## src/rtl/i2c_tgt10_pkg.sv

```systemverilog
package i2c_tgt10_pkg;

    localparam int BYTE_W = 8;
    localparam int ADDR_W = 10;
    localparam logic [4:0] HDR10 = 5'b11110;

    typedef enum logic [2:0] {
        ST_IDLE,
        ST_RXB,
        ST_ACK,
        ST_HOLD,
        ST_TXB,
        ST_TACK,
        ST_FETCH,
        ST_IGNORE
    } tstate_e;

    typedef enum logic [1:0] {
        K_ADDR1,
        K_ADDR2,
        K_DATA
    } kind_e;

    typedef enum logic [1:0] {
        NX_ADDR2,
        NX_DATA,
        NX_FETCH
    } next_e;

endpackage

```

## src/rtl/i2c_tgt10_lines.sv

```systemverilog
module i2c_tgt10_lines #(
    parameter int STAGES = 2
) (
    input  logic clk,
    input  logic rst_n,
    input  logic scl_i,
    input  logic sda_i,
    output logic scl_s,
    output logic sda_s,
    output logic scl_rise,
    output logic scl_fall,
    output logic bus_start,
    output logic bus_stop
);
    logic [1:0] raw;
    logic [1:0] now;
    logic [1:0] prev;

    assign raw = {scl_i, sda_i};

    for (genvar g = 0; g < 2; g++) begin : g_line
        logic [STAGES:0] pipe_q;
        always_ff @(posedge clk or negedge rst_n) begin
            if (!rst_n) pipe_q <= '1;
            else        pipe_q <= {pipe_q[STAGES-1:0], raw[g]};
        end
        assign now[g]  = pipe_q[STAGES-1];
        assign prev[g] = pipe_q[STAGES];
    end

    assign scl_s     = now[1];
    assign sda_s     = now[0];
    assign scl_rise  = now[1] & ~prev[1];
    assign scl_fall  = ~now[1] & prev[1];
    assign bus_start = now[1] & prev[1] & prev[0] & ~now[0];
    assign bus_stop  = now[1] & prev[1] & ~prev[0] & now[0];
endmodule

```

## src/rtl/i2c_tgt10_match.sv

```systemverilog
module i2c_tgt10_match
    import i2c_tgt10_pkg::*;
(
    input  logic [BYTE_W-1:0] rx_byte,
    input  logic [ADDR_W-1:0] own_addr,
    input  logic              ten_bit,
    input  logic              matched10,
    output logic              hit_first_w,
    output logic              hit_first_r,
    output logic              hit_second
);
    logic hdr_ok;
    logic short_ok;

    always_comb begin
        hdr_ok      = (rx_byte[7:3] == HDR10) && (rx_byte[2:1] == own_addr[9:8]);
        short_ok    = (rx_byte[7:1] == own_addr[6:0]);
        hit_first_w = ten_bit ? (hdr_ok && !rx_byte[0]) : (short_ok && !rx_byte[0]);
        hit_first_r = ten_bit ? (hdr_ok && rx_byte[0] && matched10)
                              : (short_ok && rx_byte[0]);
        hit_second  = (rx_byte == own_addr[7:0]);
    end
endmodule

```

## src/rtl/i2c_tgt10.sv

```systemverilog
module i2c_tgt10
    import i2c_tgt10_pkg::*;
#(
    parameter int SYNC_STAGES = 2
) (
    input  logic              clk,
    input  logic              rst_n,
    input  logic              scl_i,
    input  logic              sda_i,
    output logic              scl_oe,
    output logic              sda_oe,
    input  logic [ADDR_W-1:0] own_addr,
    input  logic              ten_bit,
    output logic              wr_strobe,
    output logic [BYTE_W-1:0] wr_data,
    input  logic              ready,
    output logic              rd_req,
    input  logic              rd_valid,
    input  logic [BYTE_W-1:0] rd_data
);
    localparam int CNT_W = $clog2(BYTE_W + 1);
    localparam logic [CNT_W-1:0] LAST_BIT = CNT_W'(BYTE_W);

    typedef struct packed {
        tstate_e           st;
        kind_e             kind;
        next_e             nxt;
        logic [CNT_W-1:0]  cnt;
        logic [BYTE_W-1:0] sh;
        logic              nack;
        logic              matched10;
        logic              scl_oe;
        logic              sda_oe;
        logic              wr_stb;
        logic [BYTE_W-1:0] wr_dat;
    } regs_t;

    localparam regs_t REGS_RST = '{
        st: ST_IDLE, kind: K_ADDR1, nxt: NX_DATA, cnt: '0, sh: '0,
        nack: 1'b0, matched10: 1'b0, scl_oe: 1'b0, sda_oe: 1'b0,
        wr_stb: 1'b0, wr_dat: '0
    };

    regs_t r_q, r_d;

    logic scl_s, sda_s, scl_rise, scl_fall, bus_start, bus_stop;
    logic hit_first_w, hit_first_r, hit_second;

    i2c_tgt10_lines #(.STAGES(SYNC_STAGES)) u_lines (
        .clk       (clk),
        .rst_n     (rst_n),
        .scl_i     (scl_i),
        .sda_i     (sda_i),
        .scl_s     (scl_s),
        .sda_s     (sda_s),
        .scl_rise  (scl_rise),
        .scl_fall  (scl_fall),
        .bus_start (bus_start),
        .bus_stop  (bus_stop)
    );

    i2c_tgt10_match u_match (
        .rx_byte     (r_q.sh),
        .own_addr    (own_addr),
        .ten_bit     (ten_bit),
        .matched10   (r_q.matched10),
        .hit_first_w (hit_first_w),
        .hit_first_r (hit_first_r),
        .hit_second  (hit_second)
    );

    always_comb begin
        r_d        = r_q;
        r_d.wr_stb = 1'b0;

        unique case (r_q.st)
            ST_IDLE, ST_IGNORE: begin
            end

            ST_RXB: begin
                if (scl_rise) begin
                    r_d.sh  = {r_q.sh[BYTE_W-2:0], sda_s};
                    r_d.cnt = r_q.cnt + 1'b1;
                end else if (scl_fall && r_q.cnt == LAST_BIT) begin
                    r_d.cnt = '0;
                    unique case (r_q.kind)
                        K_ADDR1: begin
                            if (hit_first_w) begin
                                r_d.sda_oe = 1'b1;
                                r_d.st     = ST_ACK;
                                r_d.nxt    = ten_bit ? NX_ADDR2 : NX_DATA;
                            end else if (hit_first_r) begin
                                r_d.sda_oe = 1'b1;
                                r_d.st     = ST_ACK;
                                r_d.nxt    = NX_FETCH;
                            end else begin
                                r_d.st        = ST_IGNORE;
                                r_d.matched10 = 1'b0;
                            end
                        end
                        K_ADDR2: begin
                            if (hit_second) begin
                                r_d.sda_oe    = 1'b1;
                                r_d.st        = ST_ACK;
                                r_d.nxt       = NX_DATA;
                                r_d.matched10 = 1'b1;
                            end else begin
                                r_d.st        = ST_IGNORE;
                                r_d.matched10 = 1'b0;
                            end
                        end
                        default: begin
                            if (ready) begin
                                r_d.wr_stb = 1'b1;
                                r_d.wr_dat = r_q.sh;
                                r_d.sda_oe = 1'b1;
                                r_d.st     = ST_ACK;
                                r_d.nxt    = NX_DATA;
                            end else begin
                                r_d.scl_oe = 1'b1;
                                r_d.st     = ST_HOLD;
                                r_d.nxt    = NX_DATA;
                            end
                        end
                    endcase
                end
            end

            ST_HOLD: begin
                // sda is set one cycle before scl is let go
                if (!r_q.sda_oe) begin
                    if (ready) begin
                        r_d.wr_stb = 1'b1;
                        r_d.wr_dat = r_q.sh;
                        r_d.sda_oe = 1'b1;
                    end
                end else begin
                    r_d.scl_oe = 1'b0;
                    r_d.st     = ST_ACK;
                end
            end

            ST_ACK: begin
                if (scl_fall) begin
                    r_d.sda_oe = 1'b0;
                    r_d.cnt    = '0;
                    unique case (r_q.nxt)
                        NX_ADDR2: begin
                            r_d.st   = ST_RXB;
                            r_d.kind = K_ADDR2;
                        end
                        NX_FETCH: begin
                            r_d.st     = ST_FETCH;
                            r_d.scl_oe = 1'b1;
                        end
                        default: begin
                            r_d.st   = ST_RXB;
                            r_d.kind = K_DATA;
                        end
                    endcase
                end
            end

            ST_FETCH: begin
                if (rd_valid) begin
                    r_d.sh     = rd_data;
                    r_d.sda_oe = ~rd_data[BYTE_W-1];
                    r_d.cnt    = '0;
                    r_d.st     = ST_TXB;
                end
            end

            ST_TXB: begin
                r_d.scl_oe = 1'b0;
                if (scl_rise) begin
                    r_d.cnt = r_q.cnt + 1'b1;
                end else if (scl_fall) begin
                    if (r_q.cnt == LAST_BIT) begin
                        r_d.sda_oe = 1'b0;
                        r_d.st     = ST_TACK;
                    end else begin
                        r_d.sh     = {r_q.sh[BYTE_W-2:0], 1'b0};
                        r_d.sda_oe = ~r_q.sh[BYTE_W-2];
                    end
                end
            end

            ST_TACK: begin
                if (scl_rise) begin
                    r_d.nack = sda_s;
                end else if (scl_fall) begin
                    if (r_q.nack) begin
                        r_d.st = ST_IGNORE;
                    end else begin
                        r_d.st     = ST_FETCH;
                        r_d.scl_oe = 1'b1;
                    end
                end
            end

            default: r_d.st = ST_IDLE;
        endcase

        if (bus_stop) begin
            r_d.st        = ST_IDLE;
            r_d.matched10 = 1'b0;
            r_d.sda_oe    = 1'b0;
            r_d.scl_oe    = 1'b0;
        end
        if (bus_start) begin
            r_d.st     = ST_RXB;
            r_d.kind   = K_ADDR1;
            r_d.cnt    = '0;
            r_d.sda_oe = 1'b0;
            r_d.scl_oe = 1'b0;
        end
    end

    always_ff @(posedge clk or negedge rst_n) begin
        if (!rst_n) r_q <= REGS_RST;
        else        r_q <= r_d;
    end

    assign scl_oe    = r_q.scl_oe;
    assign sda_oe    = r_q.sda_oe;
    assign wr_strobe = r_q.wr_stb;
    assign wr_data   = r_q.wr_dat;
    assign rd_req    = (r_q.st == ST_FETCH);

endmodule

```

## config.mk

```make
export PLATFORM = sky130hd
export DESIGN_NAME = i2c_tgt10
export DESIGN_NICKNAME = d
export VERILOG_FILES = /design/src/rtl/i2c_tgt10_pkg.sv /design/src/rtl/i2c_tgt10_lines.sv /design/src/rtl/i2c_tgt10_match.sv /design/src/rtl/i2c_tgt10.sv
export SDC_FILE = /design/constraint.sdc
export NUM_CORES = 1
export LEC_CHECK = 0
export ABC_AREA = 1
export BUFFER_PORTS_ARGS = -buffer_cell sky130_fd_sc_hd__buf_2
export CELL_PAD_IN_SITES_DETAIL_PLACEMENT = 1
export CELL_PAD_IN_SITES_GLOBAL_PLACEMENT = 1
export CORE_MARGIN = 10
export CORE_UTILIZATION = 44
export DETAILED_ROUTE_END_ITERATION = 16
export HOLD_SLACK_MARGIN = 0.02
export PLACE_DENSITY_LB_ADDON = 0.15
export REMOVE_ABC_BUFFERS = 1
export SLEW_MARGIN = 0
export SYNTH_ARGS = -nofsm -noshare
export SYNTH_HDL_FRONTEND = slang
export SYNTH_SLANG_ARGS = --single-unit
```

## constraint.sdc

```tcl
create_clock -name clk -period 4.1 [get_ports clk]
set_input_delay 0.82 -clock clk [delete_from_list [all_inputs] [get_ports clk]]
set_output_delay 0.82 -clock clk [all_outputs]
set_load 0.1 [all_outputs]
```

Word level (Yosys, flattened, before mapping)
Cells that the tools add are included. W data, S select, Z words.

Bits in registers: 38. Output and inout bits: 12. Logic and storage cells: 184. Input bits: 25.

Multiplexer cells: 73. Add/sub/neg operators: 1. Eq/ne operators: 51. Bitwise gates (word level): 14. Reductions and logical operators: 32.

Operators with widths (number): $ne A4 B4 Y1 const B (13); $mux W3 (15); $mux W12 (3); $mux W8 (4); $mux W10 (3); $ne A2 B2 Y1 const B (12); $pmux W8 S3 (1); $mux W1 (23); $reduce_and A11 Y1 (2); $mux W4 (5); $pmux W3 S6 (1); $pmux W9 S2 (1); $pmux W4 S4 (1); $ne A3 B3 Y1 const B (5); $reduce_bool A7 Y1 (2); $mux W2 (6); $reduce_and A6 Y1 (2); $mux W5 (2); $pmux W1 S5 (2); $reduce_and A10 Y1 (1); $reduce_and A5 Y1 (2); $reduce_bool A2 Y1 (5); $eq A3 B3 Y1 const B (3); $mux W9 (1); other kinds (32) (56).

Logic depth before layout (Yosys ltp)
Depth in word-level cells: 13. Mapped depth: 14.

Cells and area by module
From an unflattened synthesis, not the netlist that was laid out.

Cells, all modules: 418. Area total of the unflattened synthesis: 2743.9 um^2.

Modules (own cells, without submodules): i2c_tgt10 (area an instance 2232.1 um^2, cells an instance 329, seq. area each 802.0 um^2, times used 1); i2c_tgt10_match (area an instance 312.8 um^2, cells an instance 72, seq. area each 0.0 um^2, times used 1); i2c_tgt10_lines (area an instance 198.9 um^2, cells an instance 17, seq. area each 157.7 um^2, times used 1).

Worst setup path before layout
No wires, ideal clock.

Kind: register to register. Start: register r_q[29] (netlist bit). End: register r_q[19] (netlist bit). Setup slack: 2.039 ns. Arrival time: 1.934 ns. Library setup time: 0.127 ns. Clock period less this slack: 2.061 ns. Path buffers: 1. Data required time: 3.973 ns. Stages on the path, launching flop included: 11. Cells stage by stage: dfrtp_1 -> inv_2 -> nand2_4 -> nor2_4 -> inv_2 -> or2_1 -> nand3_1 -> inv_2 -> buf_4 -> o211ai_1 -> o21ai_1.

Cells in the longest elaborated chain, start to end: 3. Elaborated cells between the ends (all ways): 11. Classes of those cells: 8 x eq/ne; 1 x mux; 2 x reduce/logical.

Ends and longest elaborated chain: start: declaration (RTL line i2c_tgt10.sv:44) `regs_t r_q, r_d;`; start signal: assignment (RTL line i2c_tgt10.sv:221) `else r_q <= r_d;`; $eq A3 B3 Y1 (*); net rd_req (RTL line i2c_tgt10.sv:17) `output logic rd_req,`; $ne A2 B1 Y1 (no line) / $reduce_bool A3 Y1 (equally long branches); $reduce_and A6 Y1 (no line).

The timed path passes the listed nets; every way through them passes the cells marked *. A chain may end at the register's enable or synchronous reset.

Final worst setup path
Start: register r_q[31] (netlist bit). End: output rd_req.

Cells in the longest elaborated chain, start to end: 1.

Ends and longest elaborated chain: $eq A3 B3 Y1 (RTL line i2c_tgt10.sv:228) `assign rd_req = (r_q.st == ST_FETCH);`; end: declaration (RTL line i2c_tgt10.sv:17).

Every way passes these cells.

==> flow_metrics.env <==
export IMPL_first_pass_iters=4
export IMPL_hold_buffers=0
export IMPL_antenna_found_initial=0
export IMPL_drtIter0Drc=86
export IMPL_drc_errors=0
export IMPL_synthCells=353
export IMPL_synth_distinct_cells=34
export IMPL_grt_first_pass_wirelength_um=11800
export IMPL_maxCapViolations=0
export IMPL_arrival_ps=1570
export IMPL_max_vdd_ir_drop_v=0.000395
export IMPL_setup_ws_ps=1710
export IMPL_dpl_cell_area_sq_mm=0.00266
export IMPL_io_buffer_count=36
export IMPL_tns_ps=0
export IMPL_start_kind="register"
export IMPL_fmax_mhz=418
export IMPL_fin_hold_ws_ps=358
export IMPL_dp_slack_ps=1920
export IMPL_ys_warn_count=0
export IMPL_io_pins=37
export IMPL_hp_class="reg -> reg"
export IMPL_clk_latency_ps=290
export IMPL_cts_buffers_inserted=5
export IMPL_layout_nets=411
export IMPL_slew_viol_final=0
export IMPL_worst_path_max_delay_cell="dfrtp_1"
export IMPL_p_total_uw=2120
export IMPL_path_clk_slew_ps=80
export IMPL_tightest_slew_ps=855
export IMPL_synth_largest_area_cell="dfrtp_1"
export IMPL_die_width_um=95.0
export IMPL_die_h_um=95.0
export IMPL_core_area_sq_mm=0.00547
export IMPL_vias_per_cell=5.19
export IMPL_setup_viol=0
export IMPL_worstSetupPathType="reg -> out"
export IMPL_synth_area_top_cells="dfrtp_1 31%, nand2_1 15%, dfstp_2 7.4%"
export IMPL_area_growth_pct=11.5
export IMPL_synth_top_cell_area_share_pct=31.4
export IMPL_synth_common_cells="96 x nand2_1, 43 x inv_1, 35 x nor2_1"
export IMPL_slowest_delay_ps=530
export IMPL_h_tree_depth=2
export IMPL_wl_per_cell_um=15.0
export IMPL_final_area_sq_mm=0.00276
export IMPL_post_cts_resize_count=0
export IMPL_synth_avg_cell_area_sq_um=7.00
export IMPL_worstPathRequired_ps=3280
export IMPL_finalClockSkew_ps=6.28
export IMPL_power_leakage_uw=0.00143
export IMPL_outcome="finished, final reports clean"
export IMPL_cts_sinks=38
export IMPL_cts_tree="built"
export IMPL_maxSlewHeadroom_pct=43.0
export IMPL_grt_pass1_vias=2510
export IMPL_gp_congestion=1.00
export IMPL_antennaDiodeCount=0
export IMPL_rows=27
export IMPL_synth_edf_count=0
export IMPL_cts_buffer_depth=2
export IMPL_synth_area_sq_mm=0.00247
export IMPL_grt_overflow=0
export IMPL_synth_most_common_cell="nand2_1"
export IMPL_vias=2374
export IMPL_ys_flop_type="dfrtp_1"
export IMPL_dpl_hpwl_um=5470
export IMPL_hold_viol_final=0
export IMPL_seq_area_frac_synth_pct=38.8
export IMPL_ys_ff_latch=38
export IMPL_async_flop_share_pct=100
export IMPL_grt_max_degree=39
export IMPL_finalCritPeriodShare_pct=58.3
export IMPL_drive_gt1_share_pct=19.7
export IMPL_min_period_ps=2390
export IMPL_initial_core_util_pct=45.2
export IMPL_wl_um=6850
export IMPL_cts_root_buf="clkbuf_8"
export IMPL_power_density_mw_per_mm2=769
export IMPL_grtUsageTotal_pct=16.3
export IMPL_rsz0062_at_grt="false"
export IMPL_drtAntennaViolNets=0
export IMPL_endpoint_kind="output pin"
export IMPL_die_area_sq_mm=0.00902
export IMPL_crit_fanout=6
export IMPL_worstPathCellList="nand2_4 -> nor2_4 -> buf_2"
export IMPL_cts_setup_buffers=0
[layer usage]
metal	track usage (%)	wire length, um	vias up
met1	22.0	3320	1134
met3	3.73	347	10
met5	0	0	-
met2	25.3	3100	44
li1	-	-	1186
met4	4.74	93	0
[logic make-up (layout without fill, tap and decap cells)]
group                      count (synthesis)  after routing  share of synthesized area [%]
buffers and inverters                     68            100                           11.7
DFF                                       38             38                           38.8
AOI/OAI and AO/OA                         64             64                           14.9
xor gates and xnor gates                   4              4                           1.42
and+or+nand+nor                          177            177                           32.1
adders and majority gates                  2              2                           1.01
[worst max-delay path, delay by kind of cell (launching register included)]
| family | cells | cell delay, ps |
|---|---|---|
| simple gates | 2 | 290 |
| flops | 1 | 530 |
| buf+inv | 1 | 450 |
[per-stage QoR]
stage	utilization [%]	std cells
after floorplan	-	341
after global placement	48.7	449
after detailed placement	48.7	449
after CTS	50.4	457
after global routing	50.4	457
final	50.4	457
[power by group]
part           switching (uW)  total [uW]  internal [uW]
Sequential                112         606            494
Combinational             913        1240            328
Clock                     139         274            135
Total                    1160        2120            958
[registers in the layout, summed over array words and instances (netlist names)]
signal and count:
r_q 21, scl_oe 1, sda_oe 1, u_lines.g_line.pipe_q 6, wr_data 8, wr_strobe 1
[placed cells by master, fill, tap and decap left out, drive strengths merged, types with 2 or more instances in the layout]
cell,netlist,routed
xnor2,3,3
nand3,17,17
ha,2,2
nand4,8,8
o31ai,2,2
clkbuf,2,6
nor3,7,7
a21oi,8,8
nand3b,2,2
o211ai,11,11
dfrtp,31,31
inv,56,56
nor2,41,41
buf,10,36
or2,3,3
nand2,98,98
dfstp,7,7
o21ai,37,37
o22ai,2,2
[layout make-up]
cell class / count / area (sq um)
Multi-Input combinational cell: 247 / 1220
Timing Repair Buffer: 36 / 180
Tap cell: 72 / 90.1
Inverter: 56 / 210
Fill cell: 753 / 2720
Clock inverter: 2 / 12.5
Clock buffer: 6 / 82.6
Sequential cell: 38 / 960
[path summary, 6_finish.rpt]
check	to	startpoint	depth (start not counted)	slack, ps
setup / recovery	rd_req	r_q[31]$_DFFE_PN0P_	3	1710
hold / removal	u_lines.g_line[0].pipe_q[1]$_DFF_PN1_	u_lines.g_line[0].pipe_q[0]$_DFF_PN1_	0	360
setup reg to reg	r_q[21]$_DFFE_PN0P_	r_q[21]$_DFFE_PN0P_	11	1950
hold reg to reg	u_lines.g_line[0].pipe_q[1]$_DFF_PN1_	u_lines.g_line[0].pipe_q[0]$_DFF_PN1_	0	360
max in group asynchronous	r_q[22]$_DFFE_PN0P_	rst_n	1	2930
min in group asynchronous	wr_data[4]$_DFFE_PN0P_	rst_n	1	630
No activity file was read; power rests on OpenSTA's default activity.
